## src/rtl/cmu_pkg.sv

```systemverilog
package cmu_pkg;
  typedef enum logic [1:0] {
    SEL_CTRL = 2'd0,
    SEL_STAT = 2'd1,
    SEL_LINE = 2'd2,
    SEL_ALL  = 2'd3
  } reg_sel_e;
endpackage

```

## src/rtl/cmu_ctrl_regs.sv

```systemverilog
module cmu_ctrl_regs
  import cmu_pkg::*;
#(
  parameter int IDX_W = 5,
  parameter int WAY_W = 2,
  parameter int REG_W = 16
) (
  input  logic             clk,
  input  logic             rst,
  input  logic             wr_en,
  input  logic [1:0]       sel,
  input  logic [REG_W-1:0] wdata,
  input  logic             lk_busy,
  output logic             cen,
  output logic             csts,
  output logic             line_inv,
  output logic [IDX_W-1:0] line_idx,
  output logic [WAY_W-1:0] line_way,
  output logic             inv_all,
  output logic [REG_W-1:0] rdata
);
  reg_sel_e         sel_e;
  logic [REG_W-1:0] rd_word;
  logic             unused_wbits;

  assign sel_e        = reg_sel_e'(sel);
  assign unused_wbits = ^wdata[REG_W-1:WAY_W+IDX_W];

  // maintenance decodes; line invalidate only while status shows disabled
  assign line_way = wdata[WAY_W-1:0];
  assign line_idx = wdata[WAY_W+IDX_W-1:WAY_W];
  assign line_inv = wr_en && (sel_e == SEL_LINE) && !csts;
  assign inv_all  = wr_en && (sel_e == SEL_ALL) && wdata[0];

  always_comb begin
    rd_word = '0;
    case (sel_e)
      SEL_CTRL: rd_word[0] = cen;
      SEL_STAT: rd_word[0] = csts;
      default:  rd_word    = '0;
    endcase
  end

  always_ff @(posedge clk) begin
    if (rst) begin
      cen   <= 1'b0;
      csts  <= 1'b0;
      rdata <= '0;
    end else begin
      if (wr_en && (sel_e == SEL_CTRL)) cen <= wdata[0];
      // status waits while a lookup is being accepted
      if (!lk_busy) csts <= cen;
      rdata <= rd_word;
    end
  end
endmodule

```

## src/rtl/cmu_way_bank.sv

```systemverilog
module cmu_way_bank #(
  parameter int SETS  = 32,
  parameter int IDX_W = 5,
  parameter int TAG_W = 7
) (
  input  logic             clk,
  input  logic             rst,
  input  logic             clr_all,
  input  logic [IDX_W-1:0] lk_idx,
  input  logic [TAG_W-1:0] lk_tag,
  output logic             match,
  input  logic             fill_en,
  input  logic [IDX_W-1:0] fill_idx,
  input  logic [TAG_W-1:0] fill_tag,
  input  logic             inv_en,
  input  logic [IDX_W-1:0] inv_idx
);
  logic [TAG_W-1:0] tag_mem [SETS];
  logic [SETS-1:0]  vld;

  // tag store: plain write port, no reset, asynchronous read
  always_ff @(posedge clk) begin
    if (fill_en) tag_mem[fill_idx] <= fill_tag;
  end

  // valid bits kept in flops so a global clear is a single cycle
  always_ff @(posedge clk) begin
    if (rst || clr_all) begin
      vld <= '0;
    end else begin
      if (fill_en) vld[fill_idx] <= 1'b1;
      if (inv_en)  vld[inv_idx]  <= 1'b0;
    end
  end

  assign match = vld[lk_idx] && (tag_mem[lk_idx] == lk_tag);
endmodule

```

## src/rtl/cmu_repl_table.sv

```systemverilog
module cmu_repl_table #(
  parameter int SETS  = 32,
  parameter int WAYS  = 4,
  parameter int IDX_W = 5,
  parameter int WAY_W = 2
) (
  input  logic             clk,
  input  logic             rst,
  input  logic [IDX_W-1:0] rd_idx,
  output logic [WAY_W-1:0] victim,
  input  logic             adv_en,
  input  logic [IDX_W-1:0] adv_idx,
  output logic [WAY_W-1:0] adv_way,
  input  logic             load_en,
  input  logic [IDX_W-1:0] load_idx,
  input  logic [WAY_W-1:0] load_way
);
  logic [WAY_W-1:0] ptr [SETS];

  assign victim  = ptr[rd_idx];
  assign adv_way = ptr[adv_idx];

  always_ff @(posedge clk) begin
    if (rst) begin
      for (int s = 0; s < SETS; s++) ptr[s] <= '0;
    end else begin
      if (adv_en)
        ptr[adv_idx] <= (ptr[adv_idx] == WAY_W'(WAYS-1)) ? '0 : ptr[adv_idx] + WAY_W'(1);
      // invalidation reload wins over a fill advance on the same set
      if (load_en) ptr[load_idx] <= load_way;
    end
  end
endmodule

```

## src/rtl/cache_maint_unit.sv

```systemverilog
module cache_maint_unit #(
  parameter int SETS   = 32,
  parameter int WAYS   = 4,
  parameter int ADDR_W = 16,
  parameter int OFF_W  = 4,
  parameter int REG_W  = 16,
  localparam int IDX_W = $clog2(SETS),
  localparam int WAY_W = $clog2(WAYS),
  localparam int TAG_W = ADDR_W - IDX_W - OFF_W
) (
  input  logic              clk,
  input  logic              rst,
  input  logic              reg_wr,
  input  logic [1:0]        reg_addr,
  input  logic [REG_W-1:0]  reg_wdata,
  output logic [REG_W-1:0]  reg_rdata,
  input  logic              lk_valid,
  input  logic [ADDR_W-1:0] lk_addr,
  input  logic              fill_valid,
  input  logic [ADDR_W-1:0] fill_addr,
  output logic              lk_resp_valid,
  output logic              lk_hit,
  output logic [WAY_W-1:0]  lk_way,
  output logic [WAY_W-1:0]  lk_victim
);
  logic             cen_w, csts_w, line_inv, inv_all;
  logic [IDX_W-1:0] line_idx;
  logic [WAY_W-1:0] line_way;
  logic [IDX_W-1:0] lk_idx, fill_idx;
  logic [TAG_W-1:0] lk_tag, fill_tag;
  logic [WAYS-1:0]  match_vec;
  logic [WAY_W-1:0] hit_way, victim, fill_way;
  logic             fill_ok;
  logic             unused_off;

  assign lk_idx     = lk_addr[OFF_W +: IDX_W];
  assign lk_tag     = lk_addr[ADDR_W-1 -: TAG_W];
  assign fill_idx   = fill_addr[OFF_W +: IDX_W];
  assign fill_tag   = fill_addr[ADDR_W-1 -: TAG_W];
  assign unused_off = ^{lk_addr[OFF_W-1:0], fill_addr[OFF_W-1:0]};

  cmu_ctrl_regs #(.IDX_W(IDX_W), .WAY_W(WAY_W), .REG_W(REG_W)) u_regs (
    .clk(clk), .rst(rst), .wr_en(reg_wr), .sel(reg_addr), .wdata(reg_wdata),
    .lk_busy(lk_valid), .cen(cen_w), .csts(csts_w), .line_inv(line_inv),
    .line_idx(line_idx), .line_way(line_way), .inv_all(inv_all), .rdata(reg_rdata)
  );

  // fills only land while enabled and not colliding with a global clear
  assign fill_ok = fill_valid && csts_w && !inv_all;

  cmu_repl_table #(.SETS(SETS), .WAYS(WAYS), .IDX_W(IDX_W), .WAY_W(WAY_W)) u_repl (
    .clk(clk), .rst(rst), .rd_idx(lk_idx), .victim(victim),
    .adv_en(fill_ok), .adv_idx(fill_idx), .adv_way(fill_way),
    .load_en(line_inv), .load_idx(line_idx), .load_way(line_way)
  );

  for (genvar w = 0; w < WAYS; w++) begin : g_way
    cmu_way_bank #(.SETS(SETS), .IDX_W(IDX_W), .TAG_W(TAG_W)) u_bank (
      .clk(clk), .rst(rst), .clr_all(inv_all),
      .lk_idx(lk_idx), .lk_tag(lk_tag), .match(match_vec[w]),
      .fill_en(fill_ok && (fill_way == WAY_W'(w))), .fill_idx(fill_idx), .fill_tag(fill_tag),
      .inv_en(line_inv && (line_way == WAY_W'(w))), .inv_idx(line_idx)
    );
  end

  always_comb begin
    hit_way = '0;
    for (int w = 0; w < WAYS; w++)
      if (match_vec[w]) hit_way = WAY_W'(w);
  end

  always_ff @(posedge clk) begin
    if (rst) begin
      lk_resp_valid <= 1'b0;
      lk_hit        <= 1'b0;
      lk_way        <= '0;
      lk_victim     <= '0;
    end else begin
      lk_resp_valid <= lk_valid;
      lk_hit        <= lk_valid && csts_w && !inv_all && (|match_vec);
      lk_way        <= hit_way;
      lk_victim     <= victim;
    end
  end
endmodule

```

## config.mk

```make
export PLATFORM = sky130hd
export DESIGN_NAME = cache_maint_unit
export DESIGN_NICKNAME = d
export VERILOG_FILES = /design/src/rtl/cmu_pkg.sv /design/src/rtl/cmu_ctrl_regs.sv /design/src/rtl/cmu_way_bank.sv /design/src/rtl/cmu_repl_table.sv /design/src/rtl/cache_maint_unit.sv
export SDC_FILE = /design/constraint.sdc
export NUM_CORES = 1
export LEC_CHECK = 0
export CAP_MARGIN = 20
export CELL_PAD_IN_SITES_DETAIL_PLACEMENT = 1
export CELL_PAD_IN_SITES_GLOBAL_PLACEMENT = 1
export CORE_ASPECT_RATIO = 1.75
export CORE_MARGIN = 5
export CORE_UTILIZATION = 27
export DETAILED_ROUTE_END_ITERATION = 8
export GPL_TIMING_DRIVEN = 0
export PLACE_DENSITY = 0.45
export RECOVER_POWER = 100
export SYNTH_ARGS = -nofsm -noshare
export SYNTH_HDL_FRONTEND = slang
export SYNTH_SLANG_ARGS = --single-unit
```

## constraint.sdc

```tcl
create_clock -name clk -period 5.56 [get_ports clk]
set_input_delay 1.668 -clock clk [delete_from_list [all_inputs] [get_ports clk]]
set_output_delay 1.668 -clock clk [all_outputs]
set_load 0.05 [all_outputs]
```

==> results of run 1 <==
==> power breakdown <==
part           switching, mW  internal [mW]
clock network           3.29           3.93
logic                  0.855          0.367
registers             0.0102           8.97
total                   4.15           13.3
==> metal layers <==
layer	GRT usage (%)	share of wire [%]	vias to the layer above
met2	41.8	54	979
met4	13.3	8.0	2
met3	2.40	4.0	434
met1	22.4	34	14522
li1	-	-	10670
met5	0	0.0056	-
==> synth_stat cells (all sizes together) (11+ instances only) <==
| cell type | instances | share of area [%] |
|---|---|---|
| mux2i | 130 | 2.9 |
| a21oi | 16 | 0.18 |
| a211oi | 12 | 0.20 |
| o21ai | 28 | 0.31 |
| nand3 | 23 | 0.26 |
| mux4 | 253 | 13 |
| dfxtp | 137 | 6.1 |
| nor2 | 224 | 1.9 |
| and2 | 11 | 0.15 |
| nand2b | 15 | 0.21 |
| nor3 | 11 | 0.12 |
| nand2 | 123 | 1.0 |
| o21bai | 32 | 0.54 |
| xor2 | 13 | 0.25 |
| nor2b | 23 | 0.32 |
| buf | 108 | 1.6 |
| o221a | 128 | 3.2 |
| xnor2 | 13 | 0.25 |
| a22oi | 31 | 0.52 |
| edfxtp | 960 | 64 |
| clkbuf | 64 | 0.54 |
| a221oi | 33 | 0.65 |
| o22ai | 21 | 0.29 |
==> per-stage QoR <==
step | instance area, um^2 | total power, mW | cells | utilization [%] | setup WS, ns
finish | 52500 | 17.4 | 5040 | 31.9 | 0.0207
floorplan | 44800 | 9.74 | 2499 | - | 0.781
CTS | 53200 | 17.6 | 5034 | 32.3 | 0.00273
detailed placement | 49600 | 10.4 | 4834 | 30.1 | -2.15
global placement | 47900 | 10.4 | 4726 | 29.1 | -2.63
global route | 52500 | 17.9 | 5037 | 31.9 | 0.0189
==> tightest hold or removal path, cell delays in order (launching register included) <==
cell and delay [ns]:
dfxtp_1 0.32, nand2_1 0.06, a21oi_1 0.06
==> area by class of cell <==
cell class / instances / area [um^2] / share of cell area [%]
Sequential cell: 1097 / 31600 / 60.1
Multi-Input combinational cell: 1222 / 12500 / 23.9
Clock buffer: 130 / 2740 / 5.22
Tap cell: 2189 / 2740 / 5.22
Timing Repair Buffer: 155 / 1290 / 2.46
Buffer: 172 / 978 / 1.86
Clock inverter: 63 / 613 / 1.17
Inverter: 8 / 30.0 / 0.0572
Antenna cell: 4 / 10.0 / 0.0191
==> cell usage in the layout (no fill, tap or decap), types with 15 or more instances in the layout <==
master / instances
edfxtp_1: 960
mux4_2: 253
nor2_1: 170
dfxtp_1: 137
mux2i_1: 130
o221a_2: 128
nand2_1: 121
clkbuf_1: 104
clkbuf_16: 104
clkbuf_2: 60
buf_4: 57
buf_2: 42
nor2_2: 40
a221oi_1: 33
o21bai_1: 32
a22oi_1: 31
o21ai_0: 28
nor2b_1: 23
clkdlybuf4s50_1: 23
nand3_1: 22
o22ai_1: 21
buf_6: 18
clkinv_1: 18
clkinv_2: 17
a21oi_1: 16
conb_1: 15
==> path summary, 6_finish.rpt <==
kind                                        start  slack, ns  depth (start not counted)                             to
worst max register to register  u_repl.ptr[14][0]       1.87                          8  g_way[2].u_bank.tag_mem[7][2]
worst min-delay path                   u_regs.cen       0.49                          2                     u_regs.cen
worst max-delay path                   lk_addr[8]       0.02                         11                         lk_hit
worst min register to register         u_regs.cen       0.49                          2                     u_regs.cen
==> registers in the layout, indices dropped and copies added, names as in the netlist <==
register,flops
u_regs.cen,1
lk_victim,2
u_repl.ptr,64
lk_resp_valid,1
lk_way,2
u_regs.rdata,1
g_way.u_bank.vld,128
u_regs.csts,1
g_way.u_bank.tag_mem,896
lk_hit,1
==> cells by family (layout without fill, tap and decap cells) <==
logic type / after synthesis / after routing
compound gates: 328 / 328
xor+xnor: 26 / 26
fa+ha+maj: 4 / 4
buf+inv: 180 / 528
flops: 1097 / 1097
mux: 393 / 393
other cells: 1 / 19
simple gates: 456 / 456
==> repair_timing <==
item | 4_1_cts | 5_1_grt
gates resized for setup | 64 | 17
pin swaps | 5 | 1
setup endpoints to repair | 1090 | 288
setup buffers | 7 | 1
endpoints found under the hold margin | 0 | 0
==> results.md, run 1 <==
* Status: finished, violations left
* Failing checks: capacitance limit, slew limit
* Cell chain of the critical path: clkdlybuf4s50_1 -> buf_2 -> buf_4 -> buf_2 -> buf_4 -> buf_2 -> a21oi_1 -> a211oi_1 -> nand3_2 -> o31ai_4 -> o2111a_1
* Max_cap viols at 13
* Worst Setup End Kind: flop
* WL final at slightly below 200000 um
* Setup TNS at 0 ns
* Highest achievable clock rate at between 0.15 and 0.2 GHz
* Routability Congestion at 0.939
* Initial DRC count at around 2600
* Final hold slack at slightly below 0.5 ns
* Most Frequent Cell on Critical Path: buf_2
* CTS max path bufs at 3
* Yosys reg bits at 1097
* Worst EP required at 6.20 ns
* Number of fill cells at roughly 17000
* Worst-Margin Slew at ~2.9 ns
* CTS tree: done
* Slowest CP cell: clkdlybuf4s50_1
* Area Growth Syn to Fin at 17.3%
* Gate Count Post-Synth at between 2000 and 2500
* Gr usage total at between 20% and 30%
* PwrDens at 332 mW/mm^2
* Rel. slew slack at -90.8%
* First-pass GRT wire length at around 260000 um
* Setup CP Type: primary input to flop
* Worst path max stage delay at approximately 0.54 ns
* Fin. max-slew vios at a little over 800
* I/O Pins at between 70 and 80
* Post-synth EDFFs at 960
* Final Skew at around 0.028 ns
* Wirelength per Cell at between 30 and 40 um
* Die footprint at roughly 0.17 mm^2
* CP Buf/Inv Count at 6
* Multiplexer area fraction after synthesis at between 15 and 20%
* Largest net degree at the start of global routing at 97
* Ratio of cells with drive above 1 in the final layout at between 20% and 30%
* Pleak at approximately 17 nW
* Crit path time final at roughly 5.5 ns
* Setup violators final at 0
* DR DRC count at 0
* Die Width at 318 um
* Critical Path AT at between 6 and 7 ns
* Library cells used by synthesis at 54
* Routed vias at 26607
* Clock root cell: clkbuf_16
* Largest family of logic cells by synthesized area: multiplexers
* Post-synth top flop: edfxtp_1
* Asr flop ratio synth at 0%
* CTS sink count at between 1000 and 1500
* Mean Syn Cell Area at around 18 um^2
* Compound-Gate Fraction of Synth Area at ~6.4%
* Row count at a little under 200
* Hold Buf Count CTS at 0
* Die height at around 550 um
* Setup repair after global routing missed its margin: false
* Min-Delay Path Class: flop to flop
* XOR/XNOR share of the synthesized area at less than 1%
* Clock latency on the worst-skew pair at 0.71 ns
* Initial Util at a little over a quarter
* Synth Area in Simple Gates at 4.36%
* Max VDD drop at approximately 0.00025 V
* Number of global-route vias before repair at about 28000
* CP startpoint kind: primary input
* Clock H-tree levels at 3
* Buffers added on ports at 38
* HPWL after detailed placement at about 140000 um
* Crit-path leading delay family: buffers and inverters
* Tcrit/Tclk final at between 90% and 100%
* Mapped cell area at roughly 0.045 mm^2
* Number of CTS-inserted buffers at roughly 100
* Initial antenna violation count at 6
* Post-Synth Adder-Cell Area at less than 1%
* Final hold viol count at 0
* Max FO, Critical Path at 10
* DR vias/cell at 5.28
* ANT nets after route at 0
* Post-synthesis sequential area ratio at 70.5%
* Core Area at between 0.15 and 0.2 mm^2
* First-pass DRT Iterations at 5
* Clock transition at path regs at 0.06 ns
* Nets at between 2000 and 3000
* Syn. warnings at 0
* Remaining global-route overflow at 0
No activity file was read; power rests on OpenSTA's default activity.
==> run 2, diff against run 1 <==
--- a/config.mk
+++ b/config.mk
@@ -9,8 +9,9 @@
 export CELL_PAD_IN_SITES_DETAIL_PLACEMENT = 1
 export CELL_PAD_IN_SITES_GLOBAL_PLACEMENT = 1
 export CORE_ASPECT_RATIO = 1.75
-export CORE_MARGIN = 5
+export CORE_MARGIN = 1
 export CORE_UTILIZATION = 27
+export CTS_CLUSTER_SIZE = 14
 export DETAILED_ROUTE_END_ITERATION = 8
 export GPL_TIMING_DRIVEN = 0
 export PLACE_DENSITY = 0.45
==> run 2 against run 1 <==
Against the previous run: the run ends with capacitance limit, slew limit, setup timing left; design area shrank 0.24%; register-to-register slack lost 0.15 ns; global-route usage grew 1.5 points; largest power group unchanged; critical path type unchanged; highest routed layer is now met4; die area shrank 3.9%.
==> results.md, run 2 (synthesized netlist as in run 1, its figures left out) <==
* Failing checks: capacitance limit, slew limit, setup timing
* Die footprint at 0.167 mm^2 (-3.9%)
* Max_cap viols at 12 (-1)
* Reg with most FFs: g_way.u_bank.tag_mem
* Placed Area at 0.0495 mm^2 (about the same)
* Slowest CP cell: a2111oi_1
* ANT nets after route at 0 (unchanged)
* Most frequent cells in the layout: edfxtp_1 (960), mux4_2 (253), nor2_1 (191), dfxtp_1 (137), mux2i_1 (130)
* Remaining global-route overflow at 0 (unchanged)
* Setup TNS at -0.0189 ns (-0.0189 ns)
* Worst hold endpoint: u_regs.cen
* Final hold slack at 0.490 ns (+0.00165 ns)
* Status: finished, violations left
* Most Frequent Cell on Critical Path: buf_6
* R2R Path End: g_way[2].u_bank.tag_mem[17][4]
* DR DRC count at 0 (unchanged)
* Die Width at 310 um (-2.5%)
* Worst path max stage delay at 0.84 ns (+0.30 ns)
* Max FO, Critical Path at 10 (unchanged)
* Rel. slew slack at -91.7% (-0.85 points)
* Max VDD drop at 0.000217 V (-11%)
* Tcrit/Tclk final at 100% (+0.71 points)
* Clock root cell: clkbuf_16
* Hold Buf Count CTS at 0 (unchanged)
* Commonest non-fill, non-tap cell in the layout: edfxtp_1
* Setup repair after global routing missed its margin: false
* R2R cell count at 9 (+1)
* Setup violators final at 1 (+1)
* Final hold viol count at 0 (unchanged)
* Cell chain of the critical path: buf_6 -> buf_8 -> buf_6 -> buf_6 -> clkbuf_4 -> clkbuf_2 -> a211oi_1 -> a2111oi_1 -> a211oi_1 -> nor3_1 -> nand4_1 -> or3_1 -> a21oi_1
* Clock transition at path regs at 0.06 ns (about the same)
* Final Power at 17.3 mW (-0.75%)
* Row count at 197 (unchanged)
* CTS sink count at 1097 (unchanged)
* Setup CP Type: primary input to flop
* WL final at 195000 um (-0.22%)
* Pleak at 16.6 nW (about the same)
* Clock latency on the worst-skew pair at 0.71 ns (about the same)
* Nets at 2819 (+0.071%)
* Routability Congestion at 0.941 (+0.14%)
* Fin area at 0.0524 mm^2 (-0.24%)
* Number of global-route vias before repair at 28253 (-0.31%)
* Ratio of cells with drive above 1 in the final layout at 27.7% (-1.0 points)
* Initial DRC count at 2340 (-10%)
* Largest net degree at the start of global routing at 104 (+7.2%)
* Post-Layout Cell Count at 5036 (-0.079%)
* Critical Path AT at 6.20 ns (+0.02 ns)
* Largest regs: g_way.u_bank.tag_mem x896, g_way.u_bank.vld x128, u_repl.ptr x64
* Fin. max-slew vios at 856 (+5.0%)
* Buffers added on ports at 38 (unchanged)
* Worst reg2reg setup slack at 1.72 ns (-0.15 ns)
* Min-Delay Path Class: flop to flop
* Hold_sp: u_regs.cen
* Worst Hold Depth at 2 (unchanged)
* First-pass DRT Iterations at 6 (+1)
* PwrDens at 330 mW/mm^2 (-0.51%)
* I/O Pins at 77 (unchanged)
* Number of CTS-inserted buffers at 102 (unchanged)
* First-pass GRT wire length at 258000 um (-0.18%)
* Core Area at 0.165 mm^2 (unchanged)
* CTS tree: done
* HPWL after detailed placement at 143000 um (-0.26%)
* Final Skew at 0.0340 ns (+0.00578 ns)
* Gr usage total at 23.2% (+1.5 points)
* RR Startpoint: u_repl.ptr[11][0]
* Clock H-tree levels at 3 (unchanged)
* Worst Setup End Kind: flop
* Placed Cells at 4840 (+0.12%)
* Initial Util at 27.2% (unchanged)
* CTS max path bufs at 3 (unchanged)
* Die height at 541 um (-1.5%)
* Worst EP required at 6.19 ns (about the same)
* Routed vias at 26289 (-1.2%)
* Number of fill cells at 16948 (+0.089%)
* Highest achievable clock rate at 0.179 GHz (-0.71%)
* Area Growth Syn to Fin at 17.0%
* Crit path time final at 5.58 ns (+0.0396 ns)
* Worst-Margin Slew at 2.88 ns (+0.0127 ns)
* Worst setup margin at -0.0189 ns (-0.0396 ns)
* DR vias/cell at 5.22 (-1.1%)
* Wirelength per Cell at 38.6 um (-0.14%)
* CP startpoint kind: primary input
* Largest register FFs at 896 (unchanged)
* Initial antenna violation count at 4 (-2)
-- run 2: area by class of cell --
type / count / area, um^2 / share of cell area [%]
repair buffers: 157 / 1380 / 2.63
well taps: 2189 / 2740 / 5.23
clock inverters: 42 / 424 / 0.810
flip-flops and latches: 1097 / 31600 / 60.3
clock buffers: 146 / 2800 / 5.34
plain buffers: 172 / 991 / 1.89
diodes: 3 / 7.51 / 0.0143
inverters: 8 / 30.0 / 0.0573
multi-input cells: 1222 / 12400 / 23.7
-- run 2: repair_timing --
item	CTS	global route
endpoints found under the setup margin	1091	208
setup buffers	4	0
hold endpoints to repair	0	0
pin swaps	2	0
gates cloned	0	0
gates resized for setup	57	12
-- run 2: worst max path at each step --
stage	startpoint	to	cells after the start
6_report	lk_addr[5]	lk_way[1]	13
2_1_floorplan	fill_addr[4]	g_way[3].u_bank.vld[29]	11
3_5_place_dp	lk_addr[8]	lk_hit	12
5_1_grt	fill_addr[4]	g_way[1].u_bank.tag_mem[16][4]	11
3_3_place_gp	lk_addr[8]	lk_hit	10
4_1_cts	fill_addr[4]	g_way[0].u_bank.tag_mem[31][3]	11
-- run 2: critical path, delay by kind of cell --
| family | cells | cell delay [ns] |
|---|---|---|
| buf+inv | 6 | 1.95 |
| compound gates | 4 | 1.50 |
| simple gates | 3 | 1.02 |
-- run 2: metal layers --
metal  part of all wire [%]  GRT usage, %
met5                      0             0
met3                    3.7          2.55
met4                    7.9          14.9
met2                     54          43.6
met1                     34          24.2
-- run 2: power breakdown --
| part | internal, mW | switching [mW] | leakage (nW) |
|---|---|---|---|
| registers | 8.97 | 0.00986 | 9.81 |
| logic | 0.366 | 0.858 | 5.21 |
| clock network | 3.84 | 3.25 | 1.56 |
| total | 13.2 | 4.12 | 16.6 |
-- run 2: stage by stage --
| step | utilization, % | setup slack [ns] |
|---|---|---|
| floorplan | - | 0.781 |
| global placement | 29.1 | -2.73 |
| detailed placement | 30.1 | -2.23 |
| CTS | 32.2 | 0.00197 |
| global route | 31.8 | 0.0101 |
| finish | 31.8 | -0.0189 |
==> run 3, diff against run 2 <==
--- a/config.mk
+++ b/config.mk
@@ -9,7 +9,7 @@
 export CELL_PAD_IN_SITES_DETAIL_PLACEMENT = 1
 export CELL_PAD_IN_SITES_GLOBAL_PLACEMENT = 1
 export CORE_ASPECT_RATIO = 1.75
-export CORE_MARGIN = 1
+export CORE_MARGIN = 4
 export CORE_UTILIZATION = 27
 export CTS_CLUSTER_SIZE = 14
 export DETAILED_ROUTE_END_ITERATION = 8
==> run 3 against run 2 <==
Against the previous run: sequential share of layout area down 0.69 points; core utilization up 0.37 points; worst hold slack better by 0.0015 ns; the flow still finishes with violations (capacitance limit, slew limit, setup timing); critical path depth unchanged; count of clock-buffer cells in the layout down 22; wire length down 0.50%; power up 0.56%; largest power group unchanged; clock power up 1%; via count up 0.53%; sequential power about the same; maximum frequency about the same; worst setup slack better by 0.0039 ns.
==> results.md, run 3 (synthesized netlist as in run 1, its figures left out) <==
* Status: finished, violations left
* Failing checks: capacitance limit, slew limit, setup timing
* Largest regs: g_way.u_bank.tag_mem x896, g_way.u_bank.vld x128, u_repl.ptr x64
* PwrDens at 328 mW/mm^2 (-0.59%)
* Gr usage total at 22.2% (-1.0 points)
* Final hold slack at 0.492 ns (+0.00146 ns)
* Routability Congestion at 0.928 (-1.3%)
* Critical Path AT at 6.23 ns (+0.03 ns)
* Row count at 197 (unchanged)
* Largest register FFs at 896 (unchanged)
* Pleak at 16.7 nW (+0.68%)
* Comb pwr share at 7.0% (about the same)
* Die Width at 316 um (+1.9%)
* Initial antenna violation count at 7 (+3)
* ANT nets after route at 0 (unchanged)
* Fin area at 0.0530 mm^2 (+1.2%)
* Crit path time final at 5.58 ns (-0.00386 ns)
* Rel. slew slack at -87.5% (+4.2 points)
* First-pass GRT wire length at 257000 um (-0.37%)
* Remaining global-route overflow at 0 (unchanged)
* GR peak layer: met2
* Placed Area at 0.0496 mm^2 (about the same)
* Clk pwr share at 41.3% (+0.3 points)
* Wirelength per Cell at 38.5 um (-0.30%)
* Final Skew at 0.0291 ns (-0.00486 ns)
* Final hold viol count at 0 (unchanged)
* Setup violators final at 1 (unchanged)
* Internal at 13.3 mW (+1.1%)
* Die footprint at 0.173 mm^2 (+3.1%)
* First-pass DRT Iterations at 7 (+1)
* CTS max path bufs at 3 (unchanged)
* Core Area at 0.165 mm^2 (unchanged)
* DR DRC count at 0 (unchanged)
* CTS sink count at 1097 (unchanged)
* DR vias/cell at 5.26 (+0.73%)
* Worst Setup End Kind: flop
* Number of fill cells at 16863 (-0.50%)
* Buffers added on ports at 38 (unchanged)
* Initial Util at 27.2% (unchanged)
* Clock root cell: clkbuf_16
* Max_cap viols at 13 (+1)
* Nets at 2817 (-0.071%)
* Area taken by multi-input logic gates at 0.0126 mm^2 (+1.3%)
* Global-route met1 utilization at 22.9% (-1.2 points)
* Tcrit/Tclk final at 100% (about the same)
* Largest net degree at the start of global routing at 97 (-6.7%)
* Area Growth Syn to Fin at 18.4%
* Met2 Use GR at 42.1% (-1.5 points)
* Fin. max-slew vios at 847 (-1.1%)
* Reg with most FFs: g_way.u_bank.tag_mem
* Worst-Margin Slew at 2.81 ns (-0.0635 ns)
* Highest achievable clock rate at 0.179 GHz (about the same)
* Initial DRC count at 2293 (-2.0%)
* Max FO, Critical Path at 11 (+1)
* CTS tree: done
* Setup CP Type: primary input to flop
* I/O Pins at 77 (unchanged)
* Clock latency on the worst-skew pair at 0.71 ns (about the same)
* Number of global-route vias before repair at 28474 (+0.78%)
* Switching Power at 4.07 mW (-1.2%)
* Switch share at 23.4% (-0.41 points)
* Most frequent cells in the layout: edfxtp_1 (960), mux4_2 (253), nor2_1 (147), dfxtp_1 (137), mux2i_1 (129)
* Commonest non-fill, non-tap cell in the layout: edfxtp_1
* Die height at 547 um (+1.1%)
* WL final at 194000 um (-0.50%)
* Routed vias at 26429 (+0.53%)
* Clock transition at path regs at 0.06 ns (about the same)
* Ratio of cells with drive above 1 in the final layout at 29.9% (+2.2 points)
* Clock H-tree levels at 3 (unchanged)
* Worst EP required at 6.21 ns (+0.02 ns)
* Grt met3 use at 2.38% (-0.17 points)
* HPWL after detailed placement at 142000 um (-0.12%)
* Min-Delay Path Class: flop to flop
* Setup repair after global routing missed its margin: true
* CP startpoint kind: primary input
* Power share of the sequential group at 51.6% (-0.3 points)
* Register Area at 0.0316 mm^2 (unchanged)
* Worst setup margin at -0.0150 ns (+0.00386 ns)
* Max VDD drop at 0.000346 V (+59%)
* Number of CTS-inserted buffers at 102 (unchanged)
## run 3: cell count changes in the layout (fill, tap and decap cells not counted), sizes merged
cell           before  now
buf               150  213
bufinv              7   12
clkbuf            291  207
clkdlybuf4s15       1    0
clkinv             26   36
clkinvlp            5    6
diode               3    2
dlymetal6s2s        2    0
inv                12   11
## run 3: worst paths after layout
kind	startpoint	slack [ns]	endpoint	cells after the start
hold / removal	u_regs.cen	0.49	u_regs.cen	2
hold reg to reg	u_regs.cen	0.49	u_regs.cen	2
setup / recovery	lk_addr[5]	-0.02	lk_hit	13
setup reg to reg	u_regs.csts	1.83	u_repl.ptr[26][0]	7
## run 3: stage by stage
stage	setup TNS (ns)	cells	utilization, %	total power [mW]	setup slack, ns
2_1_floorplan	0	2499	-	9.74	0.781
3_3_place_gp	-2581.72	4726	29.1	10.4	-2.62
3_5_place_dp	-1530.34	4836	30.1	10.4	-2.25
4_1_cts	0	5022	32.2	17.6	0.00475
5_1_grt	-0.0942	5025	32.2	17.9	-0.0270
6_report	-0.0150	5026	32.2	17.4	-0.0150
## run 3: layout make-up
| class | instances | area share [%] |
|---|---|---|
| antenna | 2 | 0.00945 |
| sequential | 1097 | 59.6 |
| tap | 2189 | 5.17 |
| clock inverter | 57 | 1.16 |
| clock buffer | 124 | 5.05 |
| multi-input combinational | 1222 | 23.8 |
| timing repair buffer | 155 | 3.32 |
| buffer | 172 | 1.87 |
| inverter | 8 | 0.0567 |
## run 3: layer usage
layer / share of wire, % / routed length (um)
met3: 3.7 / 7130
met2: 55 / 106000
met5: 0.0067 / 13
met1: 34 / 65700
met4: 7.8 / 15100
## run 3: repair_timing
action                                  4_1_cts  5_1_grt
resized for setup                            61       16
hold buffers                                  0        0
pin swaps                                     3        1
buffers inserted                              5        1
endpoints found under the setup margin     1090      351
## run 3: worst max-delay path: stages
cell and delay [ns]:
buf_6 0.12, buf_8 0.22, buf_6 0.27, buf_6 0.27, buf_4 0.38, buf_2 0.63, a211oi_1 0.15, a2111oi_1 0.75
a211oi_1 0.23, nor3_1 0.23, nand4_1 0.17, o31ai_2 0.77, o2111a_1 0.30
## run 3: power by group through the flow
stage	combinational (mW)	clock [mW]	sequential (mW)
2_1_floorplan	0.587	0	9.15
6_report	1.22	7.18	8.98
5_1_grt	1.26	7.65	8.97
3_5_place_dp	1.24	0	9.14
4_1_cts	1.25	7.34	8.96
3_3_place_gp	1.20	0	9.18
